### src/rtl/sr_gate_pkg.sv
package sr_gate_pkg;

    typedef enum logic [1:0] {
        PWR_POWERON = 2'b00,
        PWR_SLEEP   = 2'b01,
        PWR_NORMAL  = 2'b10
    } pwr_state_t;

    typedef enum logic [1:0] {
        GS_IDLE    = 2'b00,
        GS_MINON   = 2'b01,
        GS_CONDUCT = 2'b10,
        GS_BLANK   = 2'b11
    } gate_state_t;

    localparam int NUM_FLAGS = 3;
    localparam int FLAG_ON   = 0;
    localparam int FLAG_OFF  = 1;
    localparam int FLAG_RST  = 2;

endpackage

### src/rtl/sr_flag_sync.sv
module sr_flag_sync #(
    parameter int N      = 3,
    parameter int STAGES = 2
) (
    input  logic         clk,
    input  logic         rst_n,
    input  logic [N-1:0] d_i,
    output logic [N-1:0] q_o
);

    generate
        for (genvar i = 0; i < N; i++) begin : g_bit
            logic [STAGES-1:0] chain_q;
            always_ff @(posedge clk or negedge rst_n) begin
                if (!rst_n) begin
                    chain_q <= '0;
                end else begin
                    chain_q <= {chain_q[STAGES-2:0], d_i[i]};
                end
            end
            assign q_o[i] = chain_q[STAGES-1];
        end
    endgenerate

endmodule

### src/rtl/sr_down_timer.sv
module sr_down_timer #(
    parameter int W = 8
) (
    input  logic         clk,
    input  logic         rst_n,
    input  logic         clr_i,
    input  logic         load_i,
    input  logic [W-1:0] val_i,
    output logic [W-1:0] cnt_o,
    output logic         last_o
);

    logic [W-1:0] cnt_q;

    always_ff @(posedge clk or negedge rst_n) begin
        if (!rst_n) begin
            cnt_q <= '0;
        end else if (clr_i) begin
            cnt_q <= '0;
        end else if (load_i) begin
            cnt_q <= val_i;
        end else if (cnt_q != '0) begin
            cnt_q <= cnt_q - W'(1);
        end
    end

    assign cnt_o  = cnt_q;
    assign last_o = (cnt_q <= W'(1));

endmodule

### src/rtl/sr_power_fsm.sv
module sr_power_fsm
    import sr_gate_pkg::*;
(
    input  logic       clk,
    input  logic       rst_n,
    input  logic       sup_above_on_i,
    input  logic       sup_below_off_i,
    input  logic       enable_i,
    output pwr_state_t state_o,
    output logic       run_nxt_o
);

    pwr_state_t state_q, state_d;
    logic       go_up, go_down;

    assign go_up   = sup_above_on_i && enable_i;
    assign go_down = sup_below_off_i || !enable_i;

    always_comb begin
        state_d = state_q;
        unique case (state_q)
            PWR_POWERON: state_d = go_up ? PWR_NORMAL : PWR_SLEEP;
            PWR_SLEEP:   state_d = go_up ? PWR_NORMAL : PWR_SLEEP;
            PWR_NORMAL:  state_d = go_down ? PWR_SLEEP : PWR_NORMAL;
            default:     state_d = PWR_SLEEP;
        endcase
    end

    always_ff @(posedge clk or negedge rst_n) begin
        if (!rst_n) begin
            state_q <= PWR_POWERON;
        end else begin
            state_q <= state_d;
        end
    end

    assign state_o   = state_q;
    assign run_nxt_o = (state_d == PWR_NORMAL);

    // lockout or disable leaves NORMAL on the next edge
    a_r3_exit_normal: assert property (@(posedge clk) disable iff (!rst_n)
        (state_q == PWR_NORMAL && go_down) |=> (state_q == PWR_SLEEP));

    // supply in the hysteresis band keeps NORMAL
    a_r3_hysteresis_hold: assert property (@(posedge clk) disable iff (!rst_n)
        (state_q == PWR_NORMAL && !sup_below_off_i && enable_i) |=> (state_q == PWR_NORMAL));

    // NORMAL cannot be entered without supply-on and enable
    a_r2_entry_guard: assert property (@(posedge clk) disable iff (!rst_n)
        (state_q != PWR_NORMAL && !go_up) |=> (state_q != PWR_NORMAL));

endmodule

### src/rtl/sr_gate_fsm.sv
module sr_gate_fsm
    import sr_gate_pkg::*;
#(
    parameter int MOT_W     = 8,
    parameter int BLANK_CYC = 750
) (
    input  logic             clk,
    input  logic             rst_n,
    input  logic             run_i,
    input  logic             on_s_i,
    input  logic             off_s_i,
    input  logic             rst_s_i,
    input  logic [MOT_W-1:0] min_on_cyc_i,
    output logic             gate_o,
    output logic             minon_o,
    output logic             blank_o
);

    localparam int BLK_W = $clog2(BLANK_CYC + 1);

    gate_state_t state_q, state_d;

    logic             mot_load, mot_last;
    logic [MOT_W-1:0] mot_cnt;
    logic             blk_load, blk_last;
    logic [BLK_W-1:0] blk_cnt;

    always_comb begin
        state_d = state_q;
        if (!run_i) begin
            state_d = GS_IDLE;
        end else begin
            unique case (state_q)
                GS_IDLE:    if (on_s_i)   state_d = GS_MINON;
                GS_MINON:   if (mot_last) state_d = GS_CONDUCT;
                GS_CONDUCT: if (off_s_i)  state_d = GS_BLANK;
                GS_BLANK:   if (rst_s_i || blk_last) state_d = GS_IDLE;
            endcase
        end
    end

    assign mot_load = (state_q == GS_IDLE)    && (state_d == GS_MINON);
    assign blk_load = (state_q == GS_CONDUCT) && (state_d == GS_BLANK);

    always_ff @(posedge clk or negedge rst_n) begin
        if (!rst_n) begin
            state_q <= GS_IDLE;
        end else begin
            state_q <= state_d;
        end
    end

    always_comb begin
        gate_o  = 1'b0;
        minon_o = 1'b0;
        blank_o = 1'b0;
        unique case (state_q)
            GS_IDLE:    ;
            GS_MINON:   begin gate_o = 1'b1; minon_o = 1'b1; end
            GS_CONDUCT: gate_o  = 1'b1;
            GS_BLANK:   blank_o = 1'b1;
        endcase
    end

    sr_down_timer #(.W(MOT_W)) u_mot_tmr (
        .clk    (clk),
        .rst_n  (rst_n),
        .clr_i  (!run_i),
        .load_i (mot_load),
        .val_i  (min_on_cyc_i),
        .cnt_o  (mot_cnt),
        .last_o (mot_last)
    );

    sr_down_timer #(.W(BLK_W)) u_blk_tmr (
        .clk    (clk),
        .rst_n  (rst_n),
        .clr_i  (!run_i),
        .load_i (blk_load),
        .val_i  (BLK_W'(BLANK_CYC)),
        .cnt_o  (blk_cnt),
        .last_o (blk_last)
    );

    // leaving NORMAL parks the sequencer and empties both timers
    a_r10_leave_clears: assert property (@(posedge clk) disable iff (!rst_n)
        !run_i |=> (state_q == GS_IDLE && mot_cnt == '0 && blk_cnt == '0));

    // the gate cannot fall before the minimum-on count runs out
    a_r6_minon_holds: assert property (@(posedge clk) disable iff (!rst_n)
        (state_q == GS_MINON && !mot_last && run_i) |=> (gate_o && minon_o));

    // conduction continues while the turn-off flag stays low
    a_r7_conduct_holds: assert property (@(posedge clk) disable iff (!rst_n)
        (state_q == GS_CONDUCT && !off_s_i && run_i) |=> gate_o);

    // no turn-on while blanking is still running
    a_r8_blank_masks: assert property (@(posedge clk) disable iff (!rst_n)
        (state_q == GS_BLANK && !rst_s_i && !blk_last && run_i) |=> (!gate_o && blank_o));

    // reset flag ends blanking at once
    a_r9_reset_ends_blank: assert property (@(posedge clk) disable iff (!rst_n)
        (state_q == GS_BLANK && rst_s_i) |=> (state_q == GS_IDLE));

    // idle without a turn-on flag stays idle
    a_r11_idle_quiet: assert property (@(posedge clk) disable iff (!rst_n)
        (state_q == GS_IDLE && !on_s_i) |=> (!gate_o && !blank_o && !minon_o));

endmodule

### src/rtl/sr_gate_sequencer.sv
module sr_gate_sequencer
    import sr_gate_pkg::*;
#(
    parameter int MOT_W       = 8,
    parameter int BLANK_CYC   = 750,
    parameter int SYNC_STAGES = 2
) (
    input  logic             clk,
    input  logic             rst_n,
    input  logic             sup_above_on_i,
    input  logic             sup_below_off_i,
    input  logic             enable_i,
    input  logic             vds_on_raw_i,
    input  logic             vds_off_raw_i,
    input  logic             vds_rst_raw_i,
    input  logic [MOT_W-1:0] min_on_cyc_i,
    output logic             gate_o,
    output logic [1:0]       mode_o,
    output logic             minon_win_o,
    output logic             blank_win_o
);

    logic [NUM_FLAGS-1:0] raw_flags, sync_flags;
    pwr_state_t           pwr_state;
    logic                 run_nxt;

    assign raw_flags[FLAG_ON]  = vds_on_raw_i;
    assign raw_flags[FLAG_OFF] = vds_off_raw_i;
    assign raw_flags[FLAG_RST] = vds_rst_raw_i;

    sr_flag_sync #(.N(NUM_FLAGS), .STAGES(SYNC_STAGES)) u_sync (
        .clk   (clk),
        .rst_n (rst_n),
        .d_i   (raw_flags),
        .q_o   (sync_flags)
    );

    sr_power_fsm u_pwr (
        .clk             (clk),
        .rst_n           (rst_n),
        .sup_above_on_i  (sup_above_on_i),
        .sup_below_off_i (sup_below_off_i),
        .enable_i        (enable_i),
        .state_o         (pwr_state),
        .run_nxt_o       (run_nxt)
    );

    sr_gate_fsm #(.MOT_W(MOT_W), .BLANK_CYC(BLANK_CYC)) u_gate (
        .clk          (clk),
        .rst_n        (rst_n),
        .run_i        (run_nxt),
        .on_s_i       (sync_flags[FLAG_ON]),
        .off_s_i      (sync_flags[FLAG_OFF]),
        .rst_s_i      (sync_flags[FLAG_RST]),
        .min_on_cyc_i (min_on_cyc_i),
        .gate_o       (gate_o),
        .minon_o      (minon_win_o),
        .blank_o      (blank_win_o)
    );

    assign mode_o = pwr_state;

    // the gate is only ever requested in NORMAL
    a_r4_gate_only_normal: assert property (@(posedge clk) disable iff (!rst_n)
        gate_o |-> (mode_o == 2'b10));

    // no window stays open outside NORMAL
    a_r10_windows_only_normal: assert property (@(posedge clk) disable iff (!rst_n)
        (minon_win_o || blank_win_o) |-> (mode_o == 2'b10));

endmodule

### config.mk
export PLATFORM = sky130hd
export DESIGN_NAME = sr_gate_sequencer
export DESIGN_NICKNAME = d
export VERILOG_FILES = /design/src/rtl/sr_gate_pkg.sv /design/src/rtl/sr_flag_sync.sv /design/src/rtl/sr_down_timer.sv /design/src/rtl/sr_power_fsm.sv /design/src/rtl/sr_gate_fsm.sv /design/src/rtl/sr_gate_sequencer.sv
export SDC_FILE = /design/constraint.sdc
export NUM_CORES = 1
export LEC_CHECK = 0
export BUFFER_PORTS_ARGS = -buffer_cell sky130_fd_sc_hd__buf_2
export CAP_MARGIN = 30
export CORE_MARGIN = 4
export CORE_UTILIZATION = 50
export CTS_CLUSTER_DIAMETER = 60
export DETAILED_ROUTE_END_ITERATION = 7
export PLACE_DENSITY = 0.7
export REMOVE_ABC_BUFFERS = 1
export SYNTH_ARGS = -nofsm -noshare
export SYNTH_HDL_FRONTEND = slang
export SYNTH_SLANG_ARGS = --single-unit
### constraint.sdc
create_clock -name clk -period 2.3 [get_ports clk]
set_input_delay 0.345 -clock clk [delete_from_list [all_inputs] [get_ports clk]]
set_output_delay 0.345 -clock clk [all_outputs]
set_load 0.02 [all_outputs]
==> results of run 1 <==
==> logic make-up after synthesis <==
| kind of cell | after synthesis | share of synthesized area [%] |
|---|---|---|
| flip-flops | 28 | 42.75 |
| AO/OA/AOI/OAI | 45 | 19.54 |
| multiplexers | 2 | 1.298 |
| buffers and inverters | 13 | 3.053 |
| XOR/XNOR | 7 | 3.741 |
| adder cells (fa/ha/maj) | 9 | 6.870 |
| AND/OR/NAND/NOR | 57 | 22.75 |
==> synth_stat cells, types with 2 or more instances <==
cell type,n
nand2b_1,2
ha_1,9
and4_1,2
xor2_1,3
inv_1,9
nor3_1,8
nor2_1,5
or4_1,2
nand3_1,3
o31ai_1,5
o22ai_1,3
o21ai_0,6
o211ai_1,3
nor4_1,2
a21oi_1,13
nor3_2,2
or4_4,2
dfrtp_1,28
o21a_1,4
or3b_2,2
clkbuf_1,3
xnor2_1,4
nand2_1,14
==> power by group through the flow <==
stage	registers, mW	clock network [mW]	logic (mW)
after floorplan	0.597	0	0.394
after global placement	0.604	0	0.485
after detailed placement	0.609	0	0.497
after CTS	0.600	0.245	0.500
after global routing	0.608	0.271	0.560
final	0.601	0.235	0.497
==> worst paths after layout <==
path                       slack, ns                       start                          to
max in group asynchronous       1.90                       rst_n   u_gate.u_blk_tmr.cnt_o[4]
max reg2reg                     0.40   u_gate.u_mot_tmr.cnt_o[0]   u_gate.u_mot_tmr.cnt_o[1]
min in group clk                0.11               vds_off_raw_i  u_sync.g_bit[1].chain_q[0]
min reg2reg                     0.37  u_sync.g_bit[2].chain_q[0]  u_sync.g_bit[2].chain_q[1]
max                             0.40   u_gate.u_mot_tmr.cnt_o[0]   u_gate.u_mot_tmr.cnt_o[1]
min                            0.007                       rst_n   u_gate.u_blk_tmr.cnt_o[1]
==> stage by stage <==
step	power, mW	area (sq um)	setup WS, ns	utilization, %
2_1_floorplan	0.9914	1623	0.2439	-
3_3_place_gp	1.089	1793	0.4775	57.78
3_5_place_dp	1.106	1793	0.4236	57.78
4_1_cts	1.345	1829	0.3953	58.95
5_1_grt	1.440	1829	0.2107	58.95
6_report	1.334	1829	0.4017	58.95
==> area by class of cell <==
class,instances,share of cell area (%)
Multi-Input combinational cell,120,48.56
Sequential cell,28,38.30
Timing Repair Buffer,22,6.293
Tap cell,44,3.010
Clock buffer,4,1.984
Inverter,9,1.847
==> per-layer routing <==
| metal | wire, um | part of all wire, % | GRT usage, % | vias to the layer above |
|---|---|---|---|---|
| met2 | 1657 | 50 | 29.46 | 21 |
| met1 | 1561 | 47 | 23.14 | 623 |
| met3 | 102 | 3.1 | 3.590 | 0 |
| li1 | - | - | - | 644 |
| met5 | 0 | 0 | 0 | - |
| met4 | 0 | 0 | 3.368 | 0 |
==> flip-flops by register name, summed over array words and instances (netlist names) <==
register                flops
u_gate.u_blk_tmr.cnt_o     10
u_gate.u_mot_tmr.cnt_o      8
u_sync.g_bit.chain_q        6
u_gate.state_q              2
u_pwr.state_o               2
==> summary.md, run 1 <==
| Metric | Value |
|---|---|
| Status | finished clean |
| Share of total power in sequential cells | 45.1% |
| Max VDD drop | 0.3708 mV |
| Cells along the critical path | inv_1 > ha_1 > nor3b_1 > nand2_1 > mux2_2 > a21oi_1 |
| Fillers | 283 |
| Share of cells above drive strength 1 | 23.50% |
| Chip height | 65.26 um |
| Final hold violations | 0 |
| Hold Crit Class | primary input to async pin |
| EDFF count, synth | 0 |
| Synth top area share | 42.75% |
| Multi-input gate area | 888.4 sq um |
| Clk Latency, worst-skew pair | 0.32 ns |
| CTS Buf Count | 3 |
| Vias in the first global route | 1,273 |
| Mapped cell area | 0.001639 sq mm |
| Synth unique cells | 50 |
| Gr ovfl total | 0 |
| Maxcap violations | 0 |
| Critical Path RT | 2.56 ns |
| Crit path largest cell delay | 0.47 ns |
| Endpoint class of the critical path | flop |
| CTS tree | yes |
| Largest area contributor in the netlist | dfrtp_1 |
| Crit Path Class | flop to flop |
| Final Max Tran Viols | 0 |
| Final HPWL DP | 2.543 mm |
| PortBufs | 20 |
| Max-slew headroom | 59.70% |
| Register area | 700.7 sq um |
| Critical path fanouts, max | 5 |
| Clock skew | 0.004830 ns |
| CP arrival | 2.16 ns |
| Total track usage | 17.41% |
| Post-DR wirelength/cell | 14.63 um |
| CTS clock-pin slew for the worst setup and hold paths | 0.14 ns |
| Top Family by Delay on Critical Path | simple AND/OR/NAND/NOR gates |
| # hold bufs at CTS | 0 |
| Clock power frac | 17.6% |
| CP max stage cell | dfrtp_1 |
| Die X | 65.26 um |
| # diodes | 0 |
| CTS resizes | 0 |
| Initial core utilization | 52.82% |
| Worst Reg-to-Reg Cells | 6 |
| Syn Area/Cell | 10.18 sq um |
| Worst path bufs/invs | 1 |
| Via count | 1,288 |
| Clock buffer depth | 2 |
| #FFs+latches synth | 28 |
| Nets | 209 |
| Hold WS | 0.007498 ns |
| CTS sink count | 28 |
| Placed cells | 223 |
| Die area | 0.004258 sq mm |
| Setup bufs post-CTS | 0 |
| Placer congestion estimate | 0.8540 |
| Cells taking the most area after synthesis | dfrtp_1 (43%), ha_1 (6.9%), a21oi_1 (4.0%) |
| P per Cell Area | 729.0 mW/mm^2 |
| Psw | 0.4712 mW |
| Top FF cell, synth | dfrtp_1 |
| Drt drc | 0 |
| Largest net degree at the start of global routing | 29 |
| Via density per instance | 5.674 |
| RSZ-0062 raised after global routing | false |
| Switching portion of total power | 35.34% |
| Final period util | 82.54% |
| First-pass GRT wire length | 5.885 mm |
| Leak | 0.8377 nW |
| Core box area | 0.003103 sq mm |
| Post-Layout Cell Count | 227 |
| Initial antenna violation count | 0 |
| FFs w/ async S/R, synth | 100.0% |
| Layout area overhead | 11.60% |
| Internal | 0.8623 mW |
| FMAX | 526.8 MHz |
| 1st-iter DRT viols | 86 |
| CP Launch Type | flop |
| Stages on the worst setup path | 6 |
| Num rows | 20 |
| Final min period | 1.898 ns |
| Ports | 21 |
| Leading cell types in the layout, fill and taps excluded | dfrtp_1 (28), buf_2 (20), nand2_1 (14) |
| Clk root buf | clkbuf_4 |
| First-pass DRT Iterations | 4 |
| Combinational Power Share | 37.3% |
| Synth warn | 0 |
| H-tree depth | 1 |
| Post-route ant nets | 0 |
| Commonest non-fill, non-tap cell in the layout | dfrtp_1 |
| Actual slew at the worst max-slew pin | 0.6045 ns |
| Endpoints failing setup | 0 |
| Setup Total Neg Slack | 0 ns |
| Post-Syn Instances | 161 |
| Post-synthesis sequential area ratio | 42.75% |
| Final WL | 3.322 mm |
Note: power is estimated with default switching activity, not from simulation.
==> inputs of run 2 (changes only) <==
--- a/config.mk
+++ b/config.mk
@@ -5,13 +5,14 @@
 export SDC_FILE = /design/constraint.sdc
 export NUM_CORES = 1
 export LEC_CHECK = 0
+export ABC_AREA = 1
 export BUFFER_PORTS_ARGS = -buffer_cell sky130_fd_sc_hd__buf_2
 export CAP_MARGIN = 30
 export CORE_MARGIN = 4
 export CORE_UTILIZATION = 50
 export CTS_CLUSTER_DIAMETER = 60
 export DETAILED_ROUTE_END_ITERATION = 7
-export PLACE_DENSITY = 0.7
+export PLACE_DENSITY = 0.73
 export REMOVE_ABC_BUFFERS = 1
 export SYNTH_ARGS = -nofsm -noshare
 export SYNTH_HDL_FRONTEND = slang
==> constraint.sdc (replaced) <==
create_clock -name clk -period 1.7 [get_ports clk]
set_input_delay 0.255 -clock clk [delete_from_list [all_inputs] [get_ports clk]]
set_output_delay 0.255 -clock clk [all_outputs]
set_load 0.02 [all_outputs]
==> summary.md, run 2 <==
| Metric | Value |
|---|---|
| Status | finished with violations |
| Failing checks | setup timing |
| Clk Latency, worst-skew pair | 0.32 ns |
| Post-Syn Instances | 200 |
| CTS Buf Count | 3 |
| Worst r2r src | u_gate.u_mot_tmr.cnt_o[1] |
| Initial antenna violation count | 0 |
| Leading cell types in the layout, fill and taps excluded | nor2_1 (31), nand2_1 (31), buf_4 (30) |
| Finished Core Util | 70.60% |
| Critical path fanouts, max | 5 |
| Initial core utilization | 54.17% |
| Final min period | 1.848 ns |
| Syn Area/Cell | 8.539 sq um |
| #FFs+latches synth | 28 |
| Num rows | 20 |
| Max VDD drop | 0.5805 mV |
| Critical Path RT | 1.93 ns |
| Clock skew | 0.004991 ns |
| Largest net degree at the start of global routing | 29 |
| Core box area | 0.003153 sq mm |
| Crit. Startpoint | u_gate.u_mot_tmr.cnt_o[1] |
| FFs w/ async S/R, synth | 100.0% |
| Clock buffer depth | 2 |
| 1st-iter DRT viols | 22 |
| Worst setup margin | -0.1477 ns |
| RSZ-0062 raised after global routing | true |
| Synth unique cells | 26 |
| CTS clock-pin slew for the worst setup and hold paths | 0.15 ns |
| CP Launch Type | flop |
| Chip height | 66.45 um |
| Final period util | 108.7% |
| Commonest cells post-synth | nor2_1 (33), nand2_1 (32), dfrtp_1 (28) |
| Placer congestion estimate | 0.7842 |
| Post-DR wirelength/cell | 11.85 um |
| Post-synthesis sequential area ratio | 41.03% |
| Synth top area share | 41.03% |
| Drt drc | 0 |
| Final Max Tran Viols | 0 |
| Share of cells above drive strength 1 | 38.28% |
| First-pass DRT Iterations | 4 |
| Mapped cell area | 0.001708 sq mm |
| Max-slew headroom | 58.87% |
| Final hold violations | 0 |
| Final HPWL DP | 2.523 mm |
| CTS tree | yes |
| P per Cell Area | 1413 mW/mm^2 |
| Setup Total Neg Slack | -1.721 ns |
| Maxcap violations | 0 |
| Endpoints failing setup | 17 |
| Final WL | 3.555 mm |
| Total track usage | 17.51% |
| Die area | 0.004415 sq mm |
| FMAX | 541.2 MHz |
| Vias in the first global route | 1,383 |
| Via count | 1,445 |
| Ports | 21 |
| Largest register FFs | 10 |
| Endpoint class of the critical path | flop |
| Via density per instance | 4.817 |
| Top FF cell, synth | dfrtp_1 |
| Actual slew at the worst max-slew pin | 0.6170 ns |
| Cells taking the most area after synthesis | dfrtp_1 (41%), nor2_1 (7.3%), nand2_1 (7.0%) |
| Crit Path Class | flop to flop |
| Hold Crit Class | primary input to flop |
| Clk root buf | clkbuf_4 |
| PortBufs | 20 |
| H-tree depth | 1 |
| # diodes | 0 |
| Synth warn | 0 |
| Die X | 66.45 um |
| CP endpoint | u_gate.u_mot_tmr.cnt_o[1] |
| Worst Reg-to-Reg Cells | 15 |
| CP arrival | 2.08 ns |
| Gr ovfl total | 0 |
| FF-to-FF setup slack | -0.15 ns |
| Layout area overhead | 30.33% |
| Reg2reg end | u_gate.u_mot_tmr.cnt_o[1] |
| Leak | 1.139 nW |
| Post-route ant nets | 0 |
| First-pass GRT wire length | 6.016 mm |
| Nets | 282 |
| Count leader, synth | nor2_1 |
| EDFF count, synth | 0 |
| Largest area contributor in the netlist | dfrtp_1 |
| CTS sink count | 28 |
==> run 2: cell count changes after synthesis, sizes merged, moves of 5 or more <==
cell,change
a21oi,-5
inv,+19
nand2,+27
nand3,+15
nor2,+34
nor3,-6
o31ai,-5
==> run 2: critical path, stage by stage, from the launching register on <==
cell and delay (ns):
dfrtp_1 0.43, inv_2 0.09, ha_2 0.18, nor2_2 0.03, nor2_1 0.09, nand2_1 0.11
nand2_1 0.09, nand2_1 0.07, nand3_2 0.08, nand2_2 0.06, buf_6 0.14, buf_4 0.15
nand3_1 0.06, nand2_1 0.05, nand2_1 0.06, o21ai_1 0.06
==> run 2: per-layer routing <==
metal | track usage, % | up-vias | part of all wire (%)
met1 | 24.60 | 673 | 48
met3 | 2.381 | 4 | 4.1
met2 | 28.62 | 27 | 47
li1 | - | 741 | -
met5 | 0 | - | 0
met4 | 3.807 | 0 | 0.82
==> run 2: kinds of logic (layout without fill, tap and decap cells) <==
kind of cell | after synthesis | count (layout) | share of synthesized area [%]
xor gates and xnor gates | 11 | 11 | 5.641
adders and majority gates | 9 | 9 | 6.594
buffers and inverters | 30 | 85 | 7.766
DFF | 28 | 28 | 41.03
AOI/OAI and AO/OA | 14 | 14 | 7.400
and+or+nand+nor | 108 | 109 | 31.58
==> run 2: cell type report <==
| type | instances | area, sq um |
|---|---|---|
| clock inverter | 1 | 30.03 |
| clock buffer | 3 | 22.52 |
| sequential | 28 | 700.7 |
| inverter | 28 | 112.6 |
| multi-input combinational | 143 | 933.4 |
| timing repair buffer | 53 | 371.6 |
| tap | 44 | 55.05 |
| fill | 262 | 927.1 |
==> run 2: repair_timing <==
action / in CTS / in global routing
hold buffers: 1 / 1
pin swaps: 3 / 2
setup buffers: 4 / 5
resized for setup: 9 / 9
setup endpoints to repair: 18 / 21
gates cloned: 1 / 0
endpoints found under the hold margin: 28 / 1
==> run 2: worst min-delay path by stage <==
stage | startpoint | endpoint | slack (ns) | cells past startpoint
floorplan | rst_n | u_gate.state_q[0] | -0.04 | 0
global placement | rst_n | u_gate.u_blk_tmr.cnt_o[3] | 0.30 | 1
detailed placement | rst_n | u_gate.u_blk_tmr.cnt_o[2] | 0.30 | 1
CTS | vds_rst_raw_i | u_sync.g_bit[2].chain_q[0] | 0.01 | 1
global route | vds_on_raw_i | u_sync.g_bit[0].chain_q[0] | 0.006 | 1
finish | vds_on_raw_i | u_sync.g_bit[0].chain_q[0] | 0.03 | 1
==> run 2: stage by stage <==
step | power (mW) | cell area [sq um] | hold WS (ns) | std cells | setup slack (ns)
finish | 3.146 | 2226 | 0.02638 | 300 | -0.1477
global route | 3.449 | 2226 | 0.005609 | 300 | -0.3061
detailed placement | 2.531 | 2013 | 0.3045 | 285 | -0.1153
CTS | 3.050 | 2156 | 0.01448 | 295 | -0.07941
global placement | 2.517 | 2013 | 0.2964 | 285 | -0.06223
floorplan | 2.056 | 1685 | -0.04059 | 198 | -0.1788
==> run 2: where the power goes <==
part | switching [mW] | internal [mW] | total, mW | leakage (nW)
sequential | 0.0880 | 0.787 | 0.875 | 0.365
clock | 0.198 | 0.238 | 0.436 | 0.0279
combinational | 1.05 | 0.789 | 1.84 | 0.746
total | 1.33 | 1.81 | 3.15 | 1.14
==> inputs of run 3 (changes only) <==
--- a/config.mk
+++ b/config.mk
@@ -6,12 +6,14 @@
 export NUM_CORES = 1
 export LEC_CHECK = 0
 export ABC_AREA = 1
+export ABC_CLOCK_PERIOD_IN_PS = 1700
 export BUFFER_PORTS_ARGS = -buffer_cell sky130_fd_sc_hd__buf_2
 export CAP_MARGIN = 30
 export CORE_MARGIN = 4
 export CORE_UTILIZATION = 50
 export CTS_CLUSTER_DIAMETER = 60
 export DETAILED_ROUTE_END_ITERATION = 7
+export MAX_ROUTING_LAYER = met4
 export PLACE_DENSITY = 0.73
 export REMOVE_ABC_BUFFERS = 1
 export SYNTH_ARGS = -nofsm -noshare
==> summary.md, run 3 (synthesis gave the netlist of run 2 again) <==
| Metric | Value |
|---|---|
| Hold Crit Class | primary input to flop |
| Max-slew headroom | 59.26% |
| PortBufs | 20 |
| CTS Buf Count | 3 |
| Hold Crit Endpoint | u_sync.g_bit[0].chain_q[0] |
| CTS sink count | 28 |
| Finished Core Util | 69.72% |
| Multi-input gate area | 923.4 sq um |
| FF-to-FF setup slack | -0.12 ns |
| P per Cell Area | 1400 mW/mm^2 |
| Via count | 1,427 |
| Failing checks | setup timing |
| Critical Path RT | 1.93 ns |
| Status | finished with violations |
| Design Area, Final | 0.002198 sq mm |
| Post-DR wirelength/cell | 11.79 um |
| CP arrival | 2.05 ns |
| Die area | 0.004415 sq mm |
| Vias in the first global route | 1,387 |
| Largest register FFs | 10 |
| CTS tree | yes |
| Final Max Tran Viols | 0 |
| Worst r2r src | u_gate.u_mot_tmr.cnt_o[1] |
| Final HPWL DP | 2.523 mm |
| Drt drc | 0 |
| CTS clock-pin slew for the worst setup and hold paths | 0.16 ns |
| Commonest non-fill, non-tap cell in the layout | nor2_1 |
| 1st-iter DRT viols | 27 |
| Final hold violations | 0 |
| Leak | 1.115 nW |
| Share of cells above drive strength 1 | 37.01% |
| Num rows | 20 |
| # diodes | 0 |
| Crit Path Class | flop to flop |
| Gr ovfl total | 0 |
| Max VDD drop | 0.5803 mV |
| Clock buffer depth | 2 |
| Clock skew | 0.009245 ns |
| Endpoints failing setup | 18 |
| H-tree depth | 1 |
| Post-route ant nets | 0 |
| Via density per instance | 4.789 |
| Placer congestion estimate | 0.7952 |
| First-pass DRT Iterations | 4 |
| Hold Crit Depth | 1 |
| Endpoint class of the critical path | flop |
| Reg2reg end | u_gate.u_mot_tmr.cnt_o[1] |
| Leading cell types in the layout, fill and taps excluded | nor2_1 (33), nand2_1 (31), buf_4 (28), dfrtp_1 (28), inv_1 (20) |
| Largest net degree at the start of global routing | 29 |
| First-pass GRT wire length | 5.996 mm |
| Maxcap violations | 0 |
| Clk root buf | clkbuf_4 |
| Initial antenna violation count | 0 |
| RSZ-0062 raised after global routing | true |
| Final min period | 1.819 ns |
| Worst setup margin | -0.1190 ns |
| Fillers | 270 |
| Core box area | 0.003153 sq mm |
| Final WL | 3.514 mm |
| Critical path fanouts, max | 5 |
| Die X | 66.45 um |
| Total power | 3.078 mW |
| Layout area overhead | 28.72% |
| Initial core utilization | 54.17% |
| Final period util | 107.0% |
| Worst Reg-to-Reg Cells | 15 |
| Register area | 700.7 sq um |
| Placed Area | 0.002013 sq mm |
| CP Launch Type | flop |
| Total track usage | 17.94% |
| Chip height | 66.45 um |
| Min-delay src | vds_on_raw_i |
| Ports | 21 |
| Clk Latency, worst-skew pair | 0.33 ns |
| Actual slew at the worst max-slew pin | 0.6110 ns |
| FMAX | 549.7 MHz |
| Nets | 280 |
==> run 3: area by class of cell <==
class / instances / share of cell area (%)
clock buffers: 3 / 1.024
clock inverters: 1 / 1.366
inverters: 28 / 5.009
multi-input cells: 143 / 42.00
flip-flops and latches: 28 / 31.87
well taps: 44 / 2.504
repair buffers: 51 / 16.22
==> run 3: per-layer routing <==
metal,global-route usage [%],vias to the layer above,routed length (um),part of all wire (%)
met4,3.807,0,29,0.83
met3,2.381,4,109,3.1
met2,28.62,23,1641,47
met5,-,-,0,0
met1,24.49,665,1734,49
li1,-,735,-,-
==> run 3: what timing repair did <==
action	in CTS	in global routing
pin swaps	3	1
endpoints found under the hold margin	28	1
gates resized for setup	9	5
cloned	1	0
setup endpoints to repair	18	21
setup buffers	4	3
hold buffers	1	1
==> run 3: worst max path at each step <==
stage,end,from,depth (start not counted)
2_1_floorplan,u_gate.u_blk_tmr.cnt_o[2],u_gate.state_q[0],11
3_3_place_gp,u_gate.u_mot_tmr.cnt_o[5],u_gate.u_mot_tmr.cnt_o[0],14
3_5_place_dp,u_gate.u_mot_tmr.cnt_o[2],u_gate.u_mot_tmr.cnt_o[1],14
4_1_cts,u_gate.u_mot_tmr.cnt_o[2],u_gate.u_mot_tmr.cnt_o[1],14
5_1_grt,u_gate.u_mot_tmr.cnt_o[3],u_gate.u_mot_tmr.cnt_o[0],14
6_report,u_gate.u_mot_tmr.cnt_o[1],u_gate.u_mot_tmr.cnt_o[1],15
==> run 3: through the flow <==
| step | hold WS (ns) | setup WS, ns | setup TNS (ns) | instances |
|---|---|---|---|---|
| after detailed placement | 0.3045 | -0.1153 | -1.151 | 285 |
| after global placement | 0.2964 | -0.06223 | -0.4854 | 285 |
| final | 0.02701 | -0.1190 | -1.453 | 298 |
| after CTS | 0.01448 | -0.07941 | -0.9063 | 295 |
| after floorplan | -0.04059 | -0.1788 | -1.804 | 198 |
| after global routing | 0.008484 | -0.2912 | -4.914 | 298 |
==> run 3: where the power goes <==
part | internal, mW | switching (mW) | leakage (nW)
registers | 0.787 | 0.0854 | 0.365
logic | 0.742 | 1.03 | 0.722
clock network | 0.238 | 0.200 | 0.0279
==> run 3: critical path, stage by stage (launching register included) <==
cell	delay, ns
dfrtp_1	0.42
inv_2	0.10
ha_2	0.16
nor2_1	0.03
nor2_1	0.09
nand2_1	0.10
nand2_1	0.08
nand2_1	0.07
nand3_2	0.08
nand2_2	0.06
buf_6	0.14
buf_4	0.15
nand3_1	0.06
nand2_1	0.05
nand2_1	0.06
o21ai_1	0.07
